[src/rtl/irq_prio_pkg.sv]
package irq_prio_pkg;
  localparam logic [7:0] VEC_XIRQ = 8'hF4;
  localparam logic [7:0] VEC_IRQ  = 8'hF2;

  // Maskable slot k: 0 is the IRQ pin, k>=1 is peripheral k-1
  function automatic logic [7:0] vec_of(input int k);
    return VEC_IRQ - 8'(2 * k);
  endfunction
endpackage

[src/rtl/irq_pin_det.sv]
module irq_pin_det (
  input  logic clk,
  input  logic rst_n,
  input  logic irq_n,
  input  logic edge_mode,
  input  logic clr,
  output logic pend
);
  logic irq_n_q;
  logic latch_q;
  logic fall;

  assign fall = irq_n_q && !irq_n;

  always_ff @(posedge clk) begin
    if (!rst_n) begin
      irq_n_q <= 1'b1;
      latch_q <= 1'b0;
    end else begin
      irq_n_q <= irq_n;
      if (edge_mode && fall)
        latch_q <= 1'b1;
      else if (clr)
        latch_q <= 1'b0;
    end
  end

  assign pend = edge_mode ? (latch_q || fall) : !irq_n;

  AST_EDGE_HELD: assert property (@(posedge clk) disable iff (!rst_n)
    latch_q && !clr |=> latch_q);
endmodule

[src/rtl/irq_prio_arb.sv]
module irq_prio_arb #(
  parameter int NM = 9
) (
  input  logic                  clk,
  input  logic                  rst_n,
  input  logic [NM-1:0]         pend,
  input  logic [6:0]            sel,
  output logic [NM-1:0]         grant,
  output logic                  hit,
  output logic [$clog2(NM)-1:0] idx
);
  import irq_prio_pkg::*;
  localparam int IW = $clog2(NM);

  logic [NM-1:0] promo;
  logic [NM-1:0] hot;
  logic          found;
  logic [7:0]    v;

  always_comb begin
    promo = '0;
    for (int k = 0; k < NM; k++) begin
      v = vec_of(k);
      promo[k] = (v[7:1] == sel);
    end
    hot   = pend & promo;
    hit   = |pend;
    grant = '0;
    found = 1'b0;
    if (|hot) begin
      grant = hot;
    end else begin
      for (int k = 0; k < NM; k++) begin
        if (pend[k] && !found) begin
          grant[k] = 1'b1;
          found    = 1'b1;
        end
      end
    end
    idx = '0;
    for (int k = 0; k < NM; k++)
      if (grant[k]) idx = IW'(k);
  end

  AST_GRANT_ONEHOT: assert property (@(posedge clk) disable iff (!rst_n)
    $onehot0(grant) && (hit == (grant != '0)));
endmodule

[src/rtl/irq_mask_stack.sv]
module irq_mask_stack #(
  parameter int DEPTH = 4
) (
  input  logic clk,
  input  logic rst_n,
  input  logic ack,
  input  logic ack_x,
  input  logic rti,
  input  logic sw_wr,
  input  logic sw_i,
  input  logic sw_x,
  output logic i_mask,
  output logic x_mask
);
  localparam int AW = (DEPTH > 1) ? $clog2(DEPTH) : 1;
  localparam int CW = $clog2(DEPTH + 1);

  logic [1:0]    stk [DEPTH];
  logic [CW-1:0] cnt;
  logic [CW-1:0] cm1;
  logic          full;

  assign full = (cnt == CW'(DEPTH));
  assign cm1  = cnt - CW'(1);

  always_ff @(posedge clk) begin
    if (!rst_n) begin
      x_mask <= 1'b1;
      i_mask <= 1'b1;
      cnt    <= '0;
    end else if (ack) begin
      if (!full) begin
        stk[cnt[AW-1:0]] <= {x_mask, i_mask};
        cnt <= cnt + CW'(1);
      end
      i_mask <= 1'b1;
      if (ack_x) x_mask <= 1'b1;
    end else if (rti && cnt != '0) begin
      {x_mask, i_mask} <= stk[cm1[AW-1:0]];
      cnt <= cm1;
    end else if (sw_wr) begin
      i_mask <= sw_i;
      x_mask <= x_mask & sw_x;
    end
  end

  AST_X_NO_SET: assert property (@(posedge clk) disable iff (!rst_n)
    !x_mask && !ack && !rti |=> !x_mask);
  AST_STACK_NO_OVERFLOW: assert property (@(posedge clk) disable iff (!rst_n)
    ack |-> !full);
endmodule

[src/rtl/irq_prio_ctrl.sv]
module irq_prio_ctrl #(
  parameter int NSRC        = 8,
  parameter int STACK_DEPTH = 4
) (
  input  logic            clk,
  input  logic            rst_n,
  input  logic            irq_n,
  input  logic            irq_edge_mode,
  input  logic            xirq_n,
  input  logic [NSRC-1:0] src_flag,
  input  logic [NSRC-1:0] src_en,
  input  logic            sw_mask_wr,
  input  logic            sw_mask_i,
  input  logic            sw_mask_x,
  input  logic            prio_wr,
  input  logic [7:0]      prio_data,
  input  logic            rti,
  output logic            req_valid,
  input  logic            req_ready,
  output logic [7:0]      req_vec,
  output logic            req_xirq,
  output logic            i_mask,
  output logic            x_mask
);
  import irq_prio_pkg::*;
  localparam int NM = NSRC + 1;
  localparam int IW = $clog2(NM);

  logic [6:0]    prio_q;
  logic          irq_pend;
  logic [NM-1:0] pend;
  logic [NM-1:0] grant;
  logic          arb_hit;
  logic [IW-1:0] idx;
  logic          xirq_win;
  logic          mask_win;
  logic          src0_q;
  logic          ack;

  assign ack = req_valid && req_ready;

  irq_pin_det i_pin (
    .clk(clk), .rst_n(rst_n), .irq_n(irq_n), .edge_mode(irq_edge_mode),
    .clr(ack && src0_q), .pend(irq_pend)
  );

  assign pend = {src_flag & src_en, irq_pend};

  irq_prio_arb #(.NM(NM)) i_arb (
    .clk(clk), .rst_n(rst_n), .pend(pend), .sel(prio_q),
    .grant(grant), .hit(arb_hit), .idx(idx)
  );

  irq_mask_stack #(.DEPTH(STACK_DEPTH)) i_mask_stk (
    .clk(clk), .rst_n(rst_n), .ack(ack), .ack_x(ack && req_xirq),
    .rti(rti), .sw_wr(sw_mask_wr), .sw_i(sw_mask_i), .sw_x(sw_mask_x),
    .i_mask(i_mask), .x_mask(x_mask)
  );

  assign xirq_win = !x_mask && !xirq_n;
  assign mask_win = !i_mask && arb_hit;

  always_ff @(posedge clk) begin
    if (!rst_n)
      prio_q <= VEC_IRQ[7:1];
    else if (prio_wr && i_mask)
      prio_q <= prio_data[7:1];
  end

  always_ff @(posedge clk) begin
    if (!rst_n) begin
      req_valid <= 1'b0;
      req_vec   <= '0;
      req_xirq  <= 1'b0;
      src0_q    <= 1'b0;
    end else if (req_valid) begin
      if (req_ready) req_valid <= 1'b0;
    end else if (xirq_win || mask_win) begin
      req_valid <= 1'b1;
      req_vec   <= xirq_win ? VEC_XIRQ : vec_of(int'(idx));
      req_xirq  <= xirq_win;
      src0_q    <= !xirq_win && grant[0];
    end
  end

  AST_REQ_HOLD: assert property (@(posedge clk) disable iff (!rst_n)
    req_valid && !req_ready |=> req_valid && $stable(req_vec) && $stable(req_xirq));
  AST_PRIO_LOCK: assert property (@(posedge clk) disable iff (!rst_n)
    prio_wr && !i_mask |=> $stable(prio_q));
  AST_ACK_SETS_I: assert property (@(posedge clk) disable iff (!rst_n)
    ack |=> i_mask);
  AST_XIRQ_SETS_BOTH: assert property (@(posedge clk) disable iff (!rst_n)
    ack && req_xirq |=> i_mask && x_mask);
endmodule

[config.mk]
export PLATFORM = sky130hd
export DESIGN_NAME = irq_prio_ctrl
export DESIGN_NICKNAME = d
export VERILOG_FILES = /design/src/rtl/irq_prio_pkg.sv /design/src/rtl/irq_pin_det.sv /design/src/rtl/irq_prio_arb.sv /design/src/rtl/irq_mask_stack.sv /design/src/rtl/irq_prio_ctrl.sv
export SDC_FILE = /design/constraint.sdc
export NUM_CORES = 1
export LEC_CHECK = 0
export BUFFER_PORTS_ARGS = -buffer_cell sky130_fd_sc_hd__buf_2
export CORE_MARGIN = 2
export CORE_UTILIZATION = 55
export DETAILED_ROUTE_END_ITERATION = 8
export PLACE_DENSITY = 0.82
export SLEW_MARGIN = 40
export SYNTH_ARGS = -nofsm -noshare
export SYNTH_HDL_FRONTEND = slang
export SYNTH_SLANG_ARGS = --single-unit
[constraint.sdc]
create_clock -name clk -period 4.3 [get_ports clk]
set_clock_uncertainty 0.05 [all_clocks]
set_input_delay 0.215 -clock clk [delete_from_list [all_inputs] [get_ports clk]]
set_output_delay 0.215 -clock clk [all_outputs]
set_load 0.05 [all_outputs]
==> out/results.md, run 1 <==
| Metric | Reported | Unit |
|---|---|---|
| Remaining global-route overflow | 0 | - |
| Share of flip-flops with an asynchronous set or reset | 0 | - |
| Post-Route Hold Slack | 41.9 | ps |
| Count of final hold-check violations | 0 | - |
| Detailed-route wire length | 4210 | um |
| Cell internal pwr | 0.622 | mW |
| Status | finished clean | - |
| Worst R2R Start | prio_q[0] | - |
| Ports | 47 | - |
| Most frequent cell after synthesis | nand2_1 | - |
| Synthesized flop and latch total | 31 | - |
| Width of the chip | 62.7 | um |
| Ratio of total power to cell area | 487 | nW/um^2 |
| Post-CTS setup-driven buffer insertion count | 0 | - |
| Sw Ratio | 0.417 | - |
| Internal reg-to-reg setup slack | 1740 | ps |
| Crit path cell chain | nand4b_2 -> a311oi_4 -> or3_1 -> o22a_1 -> and2_1 -> ha_1 -> xor2_1 -> o221a_2 | - |
| Overall die area | 3930 | um^2 |
| Cells after synthesis | 206 | - |
| Starting density of the core | 0.572 | - |
| Vias in the first global route | 1599 | - |
| Total of cells resized after clock tree synthesis | 0 | - |
| R2r worst-path depth | 8 | - |
| Routed length per placed instance | 14.3 | um |
| Hold bufs inserted after CTS | 0 | - |
| Category of the worst setup path capture point | flop | - |
| Routability Congestion | 0.887 | - |
| Capture instance of the worst register-to-register path | req_vec[4] | - |
| Synth warnings | 0 | - |
| Global Route Usage Sum | 0.228 | - |
| Max rail drop VDD | 350 | uV |
| Critical path start-end classification | flop to flop | - |
| Timing-limited maximum frequency | 0.390 | GHz |
| Initial antenna violation count | 0 | - |
| Clock Pin Slew Worst Setup and Hold Paths | 100 | ps |
| Cell area after layout | 2190 | um^2 |
| DRC violations left | 0 | - |
| Fraction of power consumed by combinational cells | 0.398 | - |
| Peak per-stage delay on the critical path | 630 | ps |
| H-tree lvl count | 2 | - |
| CTS Root Cell | clkbuf_4 | - |
| Layout cell share with drive strength beyond 1 | 0.285 | - |
| Leakage | 0.925 | nW |
| Finished Layout Cells | 295 | - |
| Synth area leaders | dfxtp_1 24%, edfxtp_1 13%, nand2_1 6.1% | - |
| Share of the yosys chip area belonging to registers | 0.370 | - |
| Std-Cell Rows | 21 | - |
| Top_reg_cell synth | dfxtp_1 | - |
| Data arrival time of the critical path | 2730 | ps |
| Number of buffers added by the clock tree synthesis step | 5 | - |
| Average cell area after synthesis | 9.20 | um^2 |
| Post-Place Cells | 287 | - |
| Count of flip-flops with a built-in enable after synthesis | 8 | - |
| Buffering stage count on the worst path with inverters included | 0 | - |
| Count of inserted antenna diode cells | 0 | - |
| Count of distinct cell types in the synthesized netlist | 60 | - |
| Power share of the clock group | 0.201 | - |
| Switching power summed over all nets | 0.444 | mW |
| List of most frequent post-synthesis cells | 31 x nand2_1, 23 x dfxtp_1, 17 x nand3_1, 17 x nor2_1, 10 x a21oi_1 | - |
| Clock insertion delay at the later pin of the skew report | 330 | ps |
| Synth Net Count | 248 | - |
| CP Data Required Time | 4470 | ps |
| Post-route clock period utilization | 0.596 | - |
| Min-Delay Startpoint | prio_data[5] | - |
| Area of the placeable core | 3310 | um^2 |
| Normalized max-slew margin | 0.582 | - |
| Slowest stage cell on the critical path | dfxtp_1 | - |
| Cell family contributing the most delay on the critical path | simple AND/OR/NAND/NOR gates | - |
| Critical Path Start Type | flop | - |
| Detailed-route via count | 1717 | - |
| Number of port buffers | 44 | - |
| Placed wire-length estimate | 3190 | um |
| Pin count of the biggest net entering global routing | 20 | - |
| Cell taking the most area after synthesis | dfxtp_1 | - |
| Worst Hold End | prio_q[4] | - |
| Hold-critical path depth | 3 | - |
| Tmin final | 2560 | ps |
| Area grow syn2layout | 15.7 | % |
| Fraction of post-synthesis cell area in the top cell type by area | 0.243 | - |
| Final TNS setup | 0 | ps |
| Sequential share of power | 0.401 | - |
| Number of nets still failing antenna checks after routing | 0 | - |
| Transition time at the pin with the least slew margin | 619 | ps |
| Post-layout utilization of the core | 0.662 | - |
| Die outline height | 62.7 | um |
| Vias per cell | 5.82 | - |
| Cell area reported after detailed placement | 2110 | um^2 |
| Number of buffers between clock root and the deepest sink | 2 | - |
| Post-Syn Area | 1890 | um^2 |
| DRC marker count from the first detailed-route iteration | 135 | - |
| Global-route wire length before repair | 7150 | um |
| Router iterations before antenna repair | 4 | - |
| Path class of the lowest-slack min-delay path | input pin to flop | - |
| Final setup viols | 0 | - |
| Launching instance or port of the critical path | prio_q[0] | - |
| Number of maximum-capacitance violations | 0 | - |
| Final Slew Violations | 0 | - |
| Critical path fanouts, max | 12 | - |
| Setup repair after global routing missed its margin | false | - |
| Layout Nets | 290 | - |
| Clock sink count | 31 | - |
| TritonCTS clock tree | yes | - |
==> worst max-delay path by stage <==
stage / end / slack [ps] / cells after the start
after detailed placement: req_vec[4] / 1820 / 8
after global routing: req_vec[4] / 1570 / 8
final: req_vec[4] / 1740 / 8
after floorplan: req_vec[4] / 2080 / 9
after global placement: req_vec[4] / 1810 / 8
after CTS: req_vec[4] / 1750 / 8
==> worst register-to-register path, cell delays in order (launching register included) <==
cell and delay (ps):
dfxtp_1 630, nand4b_2 280, a311oi_4 140, or3_1 390, o22a_1 200, and2_1 140
ha_1 180, xor2_1 180, o221a_2 280
==> cells in the final DEF (no fill, tap or decap), types with 4 or more instances in the layout <==
cell	n
inv_1	7
and3_1	4
a21oi_1	10
nand4b_1	4
or3_1	4
dfxtp_1	23
buf_2	44
nand2_1	31
nor3_1	4
nand3_1	17
clkbuf_4	5
ha_1	7
o21ai_0	4
edfxtp_1	8
nor2_1	17
==> cell families after synthesis <==
logic type	count (synthesis)	synth area share
AND/OR/NAND/NOR	99	0.283
AO/OA/AOI/OAI	46	0.212
flip-flops	31	0.370
buffers and inverters	17	0.0482
adder cells (fa/ha/maj)	7	0.0462
multiplexers	3	0.0291
XOR/XNOR	2	0.00925
other	1	0.00198
==> area by class of cell <==
type	count	area, um^2
clock buffers	7	76.3
clock inverters	1	5.00
fillers	286	1120
inverters	8	30.0
multi-input cells	158	1100
flip-flops and latches	31	701
well taps	46	57.6
repair buffers	44	220
==> registers in the layout (all words and copies together) (netlist names) <==
name,cells
i_mask_stk.x_mask,1
src0_q,1
req_vec,6
i_mask_stk.cnt,3
i_pin.latch_q,1
req_valid,1
prio_q,7
i_mask_stk.i_mask,1
i_pin.irq_n_q,1
req_xirq,1
i_mask_stk.stk,8
==> through the flow <==
step | total power [mW] | setup WS, ps
5_1_grt | 1.14 | 1570
3_3_place_gp | 0.843 | 1810
4_1_cts | 1.07 | 1750
2_1_floorplan | 0.755 | 2080
3_5_place_dp | 0.856 | 1820
6_report | 1.07 | 1740
==> power by group through the flow <==
stage                     logic, mW  registers, mW  clock network (mW)
after floorplan               0.254          0.501                   0
after global placement        0.414          0.429                   0
after detailed placement      0.424          0.432                   0
after CTS                     0.428          0.426               0.219
after global routing          0.468          0.437               0.232
final                         0.425          0.428               0.214
==> layer usage <==
metal | part of all wire | track usage
met4 | 0.023 | 0.0917
met2 | 0.49 | 0.387
met3 | 0.055 | 0.0541
met5 | 0 | 0
met1 | 0.43 | 0.278
No activity file was read; power rests on OpenSTA's default activity.
==> inputs of run 2 (changes only) <==
CORE_UTILIZATION = 48   (was 55)
PLACE_DENSITY = 0.76   (was 0.82)
clock period = 2.25 ns   (was 4.3 ns; I/O delays follow)
==> out/results.md, run 2 (synthesized netlist as in run 1, its figures left out) <==
| Metric | Reported | Unit |
|---|---|---|
| Commonest cells after routing, fill and taps aside | 44 x buf_2, 31 x nand2_1, 28 x buf_4 | - |
| Cell area after layout | 2500 | um^2 |
| Final Slew Violations | 0 | - |
| Critical path start-end classification | flop to flop | - |
| Clock sink count | 31 | - |
| Cell area reported after detailed placement | 2290 | um^2 |
| Transition time at the pin with the least slew margin | 631 | ps |
| DRC violations left | 0 | - |
| Sequential share of power | 0.377 | - |
| Setup repair after global routing missed its margin | true | - |
| CTS Root Cell | clkbuf_8 | - |
| Number of nets still failing antenna checks after routing | 0 | - |
| Timing-limited maximum frequency | 0.436 | GHz |
| Leakage | 1.09 | nW |
| Post-Place Cells | 312 | - |
| Max reg flops | 8 | - |
| Count of inserted antenna diode cells | 0 | - |
| CP most frequent cell | buf_4 | - |
| Peak per-stage delay on the critical path | 390 | ps |
| Remaining global-route overflow | 0 | - |
| Sw Ratio | 0.408 | - |
| Overall die area | 4460 | um^2 |
| Global-route wire length before repair | 7370 | um |
| CP Data Required Time | 2420 | ps |
| Category of the worst setup path capture point | flop | - |
| Die outline height | 66.8 | um |
| TritonCTS clock tree | yes | - |
| Path class of the lowest-slack min-delay path | input pin to flop | - |
| Failing checks | setup timing | - |
| Internal reg-to-reg setup slack | -40 | ps |
| Number of buffers between clock root and the deepest sink | 2 | - |
| Number of port buffers | 44 | - |
| Routed length per placed instance | 14.0 | um |
| Launching instance or port of the critical path | prio_q[1] | - |
| Ratio of total power to cell area | 848 | nW/um^2 |
| Area grow syn2layout | 32.2 | % |
| Router iterations before antenna repair | 4 | - |
| Crit path cell chain | buf_4 -> nand4b_2 -> a311oi_4 -> buf_4 -> a311o_1 -> o311a_1 -> ha_2 -> xor2_1 -> o221a_2 | - |
| Post-layout utilization of the core | 0.674 | - |
| Vias per cell | 5.59 | - |
| Clock insertion delay at the later pin of the skew report | 280 | ps |
| Switching power summed over all nets | 0.867 | mW |
| Slowest stage cell on the critical path | dfxtp_2 | - |
| Min-Delay Startpoint | prio_data[2] | - |
| Width of the chip | 66.8 | um |
| Number of buffers added by the clock tree synthesis step | 5 | - |
| Cell internal pwr | 1.26 | mW |
| Number of maximum-capacitance violations | 0 | - |
| Count of final hold-check violations | 0 | - |
| Status | complete, but fails checks | - |
| Tmin final | 2290 | ps |
| Normalized max-slew margin | 0.574 | - |
| Fill cell total of the finished layout | 319 | - |
| Max rail drop VDD | 549 | uV |
| Worst R2R Start | prio_q[1] | - |
| Global Route Usage Sum | 0.222 | - |
| Detailed-route via count | 1851 | - |
| Power share of the clock group | 0.187 | - |
| H-tree lvl count | 2 | - |
| Finished Layout Cells | 331 | - |
| Area of the placeable core | 3720 | um^2 |
| R2r worst-path depth | 9 | - |
| Data arrival time of the critical path | 2460 | ps |
| Routability Congestion | 0.911 | - |
| Detailed-route wire length | 4630 | um |
| Std-Cell Rows | 22 | - |
| Most common cell after layout, fill and taps aside | buf_2 | - |
| Layout cell share with drive strength beyond 1 | 0.367 | - |
| Initial antenna violation count | 0 | - |
| Final setup viols | 1 | - |
| Setup ws final | -42.8 | ps |
| Layout Nets | 324 | - |
| Post-Route Hold Slack | 16.6 | ps |
| Critical path fanouts, max | 7 | - |
| Starting density of the core | 0.510 | - |
| Pin count of the biggest net entering global routing | 19 | - |
| Placed wire-length estimate | 3590 | um |
| Fraction of power consumed by combinational cells | 0.435 | - |
| Clock Pin Slew Worst Setup and Hold Paths | 60 | ps |
| Vias in the first global route | 1711 | - |
| DRC marker count from the first detailed-route iteration | 117 | - |
| Post-route clock period utilization | 1.02 | - |
| Ports | 47 | - |
| Critical Path Start Type | flop | - |
| Hold-critical path depth | 3 | - |
==> run 2: power groups by stage <==
stage,sequential [mW],combinational (mW),clock [mW]
final,0.801,0.924,0.398
after global routing,0.815,1.03,0.432
after CTS,0.795,0.919,0.412
after detailed placement,0.806,0.896,0
after global placement,0.803,0.876,0
after floorplan,0.957,0.486,0
==> run 2: stage by stage <==
stage	TNS, ps	setup slack, ps	power (mW)
floorplan	0	32.4	1.44
global placement	0	2.96	1.68
detailed placement	-64.1	-64.1	1.70
CTS	0	10.2	2.13
global route	-247	-171	2.27
finish	-42.8	-42.8	2.12
==> run 2: critical path: cells and delay by family, from the launching register on <==
kind                     cells  cell delay (ps)
AO/OA/AOI/OAI                4              920
flip-flops                   1              390
buffers and inverters        2              330
XOR/XNOR                     1              210
adder cells (fa/ha/maj)      1              190
AND/OR/NAND/NOR              1              150
==> run 2: metal layers <==
metal,GRT usage,up-vias,wire length [um],part of all wire
met5,0,-,0,0
met4,0.0893,0,106,0.023
met3,0.0659,13,300,0.065
met2,0.378,62,2310,0.50
met1,0.261,851,1910,0.41
li1,-,925,-,-
==> run 2: final cells by class <==
class                      count  area (um^2)  area share
tap                           48         60.1      0.0240
sequential                    31          709       0.283
clock buffer                   6         72.6      0.0290
timing repair buffer          78          492       0.196
clock inverter                 2         7.51     0.00300
multi-input combinational    158         1130       0.453
inverter                       8         30.0      0.0120
==> run 2: what timing repair did <==
item / 4_1_cts / 5_1_grt
gates resized for setup: 5 / 8
buffers inserted: 4 / 2
hold buffers: 5 / 0
pin swaps: 2 / 6
endpoints found under the hold margin: 5 / 0
setup endpoints to repair: 1 / 3
==> run 2: worst paths after layout <==
check | end
max | req_vec[4]
min | prio_q[1]
max reg2reg | req_vec[4]
min reg2reg | src0_q
==> inputs of run 3 (changes only) <==
CORE_MARGIN = unset   (was 2)
CORE_UTILIZATION = 55   (was 48)
PLACE_DENSITY = 0.82   (was 0.76)
clock period = 2.8 ns   (was 2.25 ns; I/O delays follow)
==> out/results.md, run 3 (synthesized netlist as in run 1, its figures left out) <==
| Metric | Reported | Unit |
|---|---|---|
| Global-route wire length before repair | 6690 | um |
| Layout cell share with drive strength beyond 1 | 0.273 | - |
| Number of buffers between clock root and the deepest sink | 2 | - |
| Global Route Usage Sum | 0.246 | - |
| Max reg flops | 8 | - |
| Met2 wirelength from detailed routing | 1940 | um |
| Setup repair after global routing missed its margin | false | - |
| Crit path cell chain | nand4b_4 -> a311oi_4 -> or3_1 -> o22a_1 -> and2_1 -> ha_1 -> xor2_1 -> o221a_2 | - |
| Transition time at the pin with the least slew margin | 595 | ps |
| TritonCTS clock tree | yes | - |
| Router iterations before antenna repair | 4 | - |
| Leakage | 0.937 | nW |
| Final Slew Violations | 0 | - |
| Detailed-route via count | 1720 | - |
| Area of the placeable core | 3150 | um^2 |
| Status | finished clean | - |
| DRC marker count from the first detailed-route iteration | 115 | - |
| Std-Cell Rows | 20 | - |
| Area grow syn2layout | 17.3 | % |
| Critical path fanouts, max | 10 | - |
| Met3 WL | 290 | um |
| Post-route clock period utilization | 0.858 | - |
| Top layer used by detailed routing | met4 | - |
| Metal1 wirelength | 1910 | um |
| Fraction of power consumed by combinational cells | 0.429 | - |
| Layout Nets | 297 | - |
| Slowest stage cell on the critical path | dfxtp_1 | - |
| Ports | 47 | - |
| Cell area reported after detailed placement | 2120 | um^2 |
| Vias in the first global route | 1557 | - |
| Category of the worst setup path capture point | flop | - |
| Final setup viols | 0 | - |
| Clock insertion delay at the later pin of the skew report | 310 | ps |
| DRC violations left | 0 | - |
| R2r worst-path depth | 8 | - |
| Initial antenna violation count | 0 | - |
| Final TNS setup | 0 | ps |
| Data arrival time of the critical path | 2560 | ps |
| Critical path start-end classification | flop to flop | - |
| Detailed-route wire length | 4160 | um |
| Hold-critical path depth | 3 | - |
| Critical Path Start Type | flop | - |
| Timing-limited maximum frequency | 0.416 | GHz |
| Ratio of total power to cell area | 695 | nW/um^2 |
| H-tree lvl count | 2 | - |
| Pin count of the biggest net entering global routing | 20 | - |
| Die outline height | 60.7 | um |
| Peak per-stage delay on the critical path | 560 | ps |
| Sequential share of power | 0.418 | - |
| Clock Pin Slew Worst Setup and Hold Paths | 90 | ps |
| Remaining global-route overflow | 0 | - |
| Count of inserted antenna diode cells | 0 | - |
| Most common cell after layout, fill and taps aside | buf_2 | - |
| Count of final hold-check violations | 0 | - |
| Max rail drop VDD | 521 | uV |
| Commonest cells after routing, fill and taps aside | 44 x buf_2, 31 x nand2_1, 23 x dfxtp_1 | - |
| Number of buffers added by the clock tree synthesis step | 5 | - |
| Tmin final | 2400 | ps |
| Overall die area | 3680 | um^2 |
| Cell area after layout | 2220 | um^2 |
| Starting density of the core | 0.601 | - |
| Routability Congestion | 0.910 | - |
| Normalized max-slew margin | 0.598 | - |
| Cell internal pwr | 0.881 | mW |
| Placed wire-length estimate | 3150 | um |
| Width of the chip | 60.7 | um |
| Switching power summed over all nets | 0.664 | mW |
| Fill cell total of the finished layout | 268 | - |
| Power share of the clock group | 0.152 | - |
| Vias per cell | 5.73 | - |
| Number of maximum-capacitance violations | 0 | - |
| Routed length per placed instance | 13.9 | um |
| Number of nets still failing antenna checks after routing | 0 | - |
| Path class of the lowest-slack min-delay path | input pin to flop | - |
| Sw Ratio | 0.430 | - |
| Clock sink count | 31 | - |
| Number of port buffers | 44 | - |
| CP Data Required Time | 2960 | ps |
| CTS Root Cell | clkbuf_4 | - |
[run 3: cell count changes in the layout (fill, tap and decap cells not counted), sizes merged]
cell / previous run / this run
buf: 73 / 46
[run 3: power groups by stage]
stage / logic (mW) / clock network (mW) / registers [mW]
after floorplan: 0.390 / 0 / 0.769
after global placement: 0.646 / 0 / 0.653
after detailed placement: 0.654 / 0 / 0.657
final: 0.663 / 0.235 / 0.647
after CTS: 0.662 / 0.239 / 0.647
after global routing: 0.733 / 0.256 / 0.663
[run 3: path summary, 6_finish.rpt]
| kind | to | slack (ps) | start |
|---|---|---|---|
| max | req_vec[4] | 400 | prio_q[1] |
| min | prio_q[1] | 10 | prio_data[2] |
| max reg2reg | req_vec[4] | 400 | prio_q[1] |
| min reg2reg | req_vec[3] | 400 | req_vec[3] |
[run 3: per-stage QoR]
stage | hold WS, ps | setup WS [ps] | instances | util | power [mW]
after floorplan | 209 | 582 | 206 | - | 1.16
after global placement | 297 | 441 | 287 | 0.673 | 1.30
after detailed placement | 303 | 400 | 287 | 0.673 | 1.31
after CTS | 9.40 | 396 | 300 | 0.705 | 1.55
after global routing | 19.0 | 300 | 300 | 0.705 | 1.65
final | 14.5 | 397 | 300 | 0.705 | 1.55
[run 3: repair_timing]
item	4_1_cts	5_1_grt
hold endpoints to repair	5	0
hold buffers	5	0
buffers inserted	0	0
resized for setup	0	0
[run 3: cell type report]
cell class	count	area (um^2)	area share
Clock buffer	6	41.3	0.0186
Clock inverter	2	7.51	0.00338
Inverter	8	30.0	0.0135
Multi-Input combinational cell	158	1100	0.496
Sequential cell	31	701	0.315
Tap cell	44	55.1	0.0248
Timing Repair Buffer	51	285	0.128
[run 3: metal layers]
metal  up-vias  track usage
li1        871            -
met3         2       0.0576
met1       783        0.335
met2        64        0.403
met4         0       0.0487
met5         -            0
[run 3: worst max-delay path: cells and delay by family (launching register included)]
kind,cells,cell delay [ps]
and+or+nand+nor,3,760
xor gates and xnor gates,1,160
DFF,1,560
AOI/OAI and AO/OA,3,600
adders and majority gates,1,180
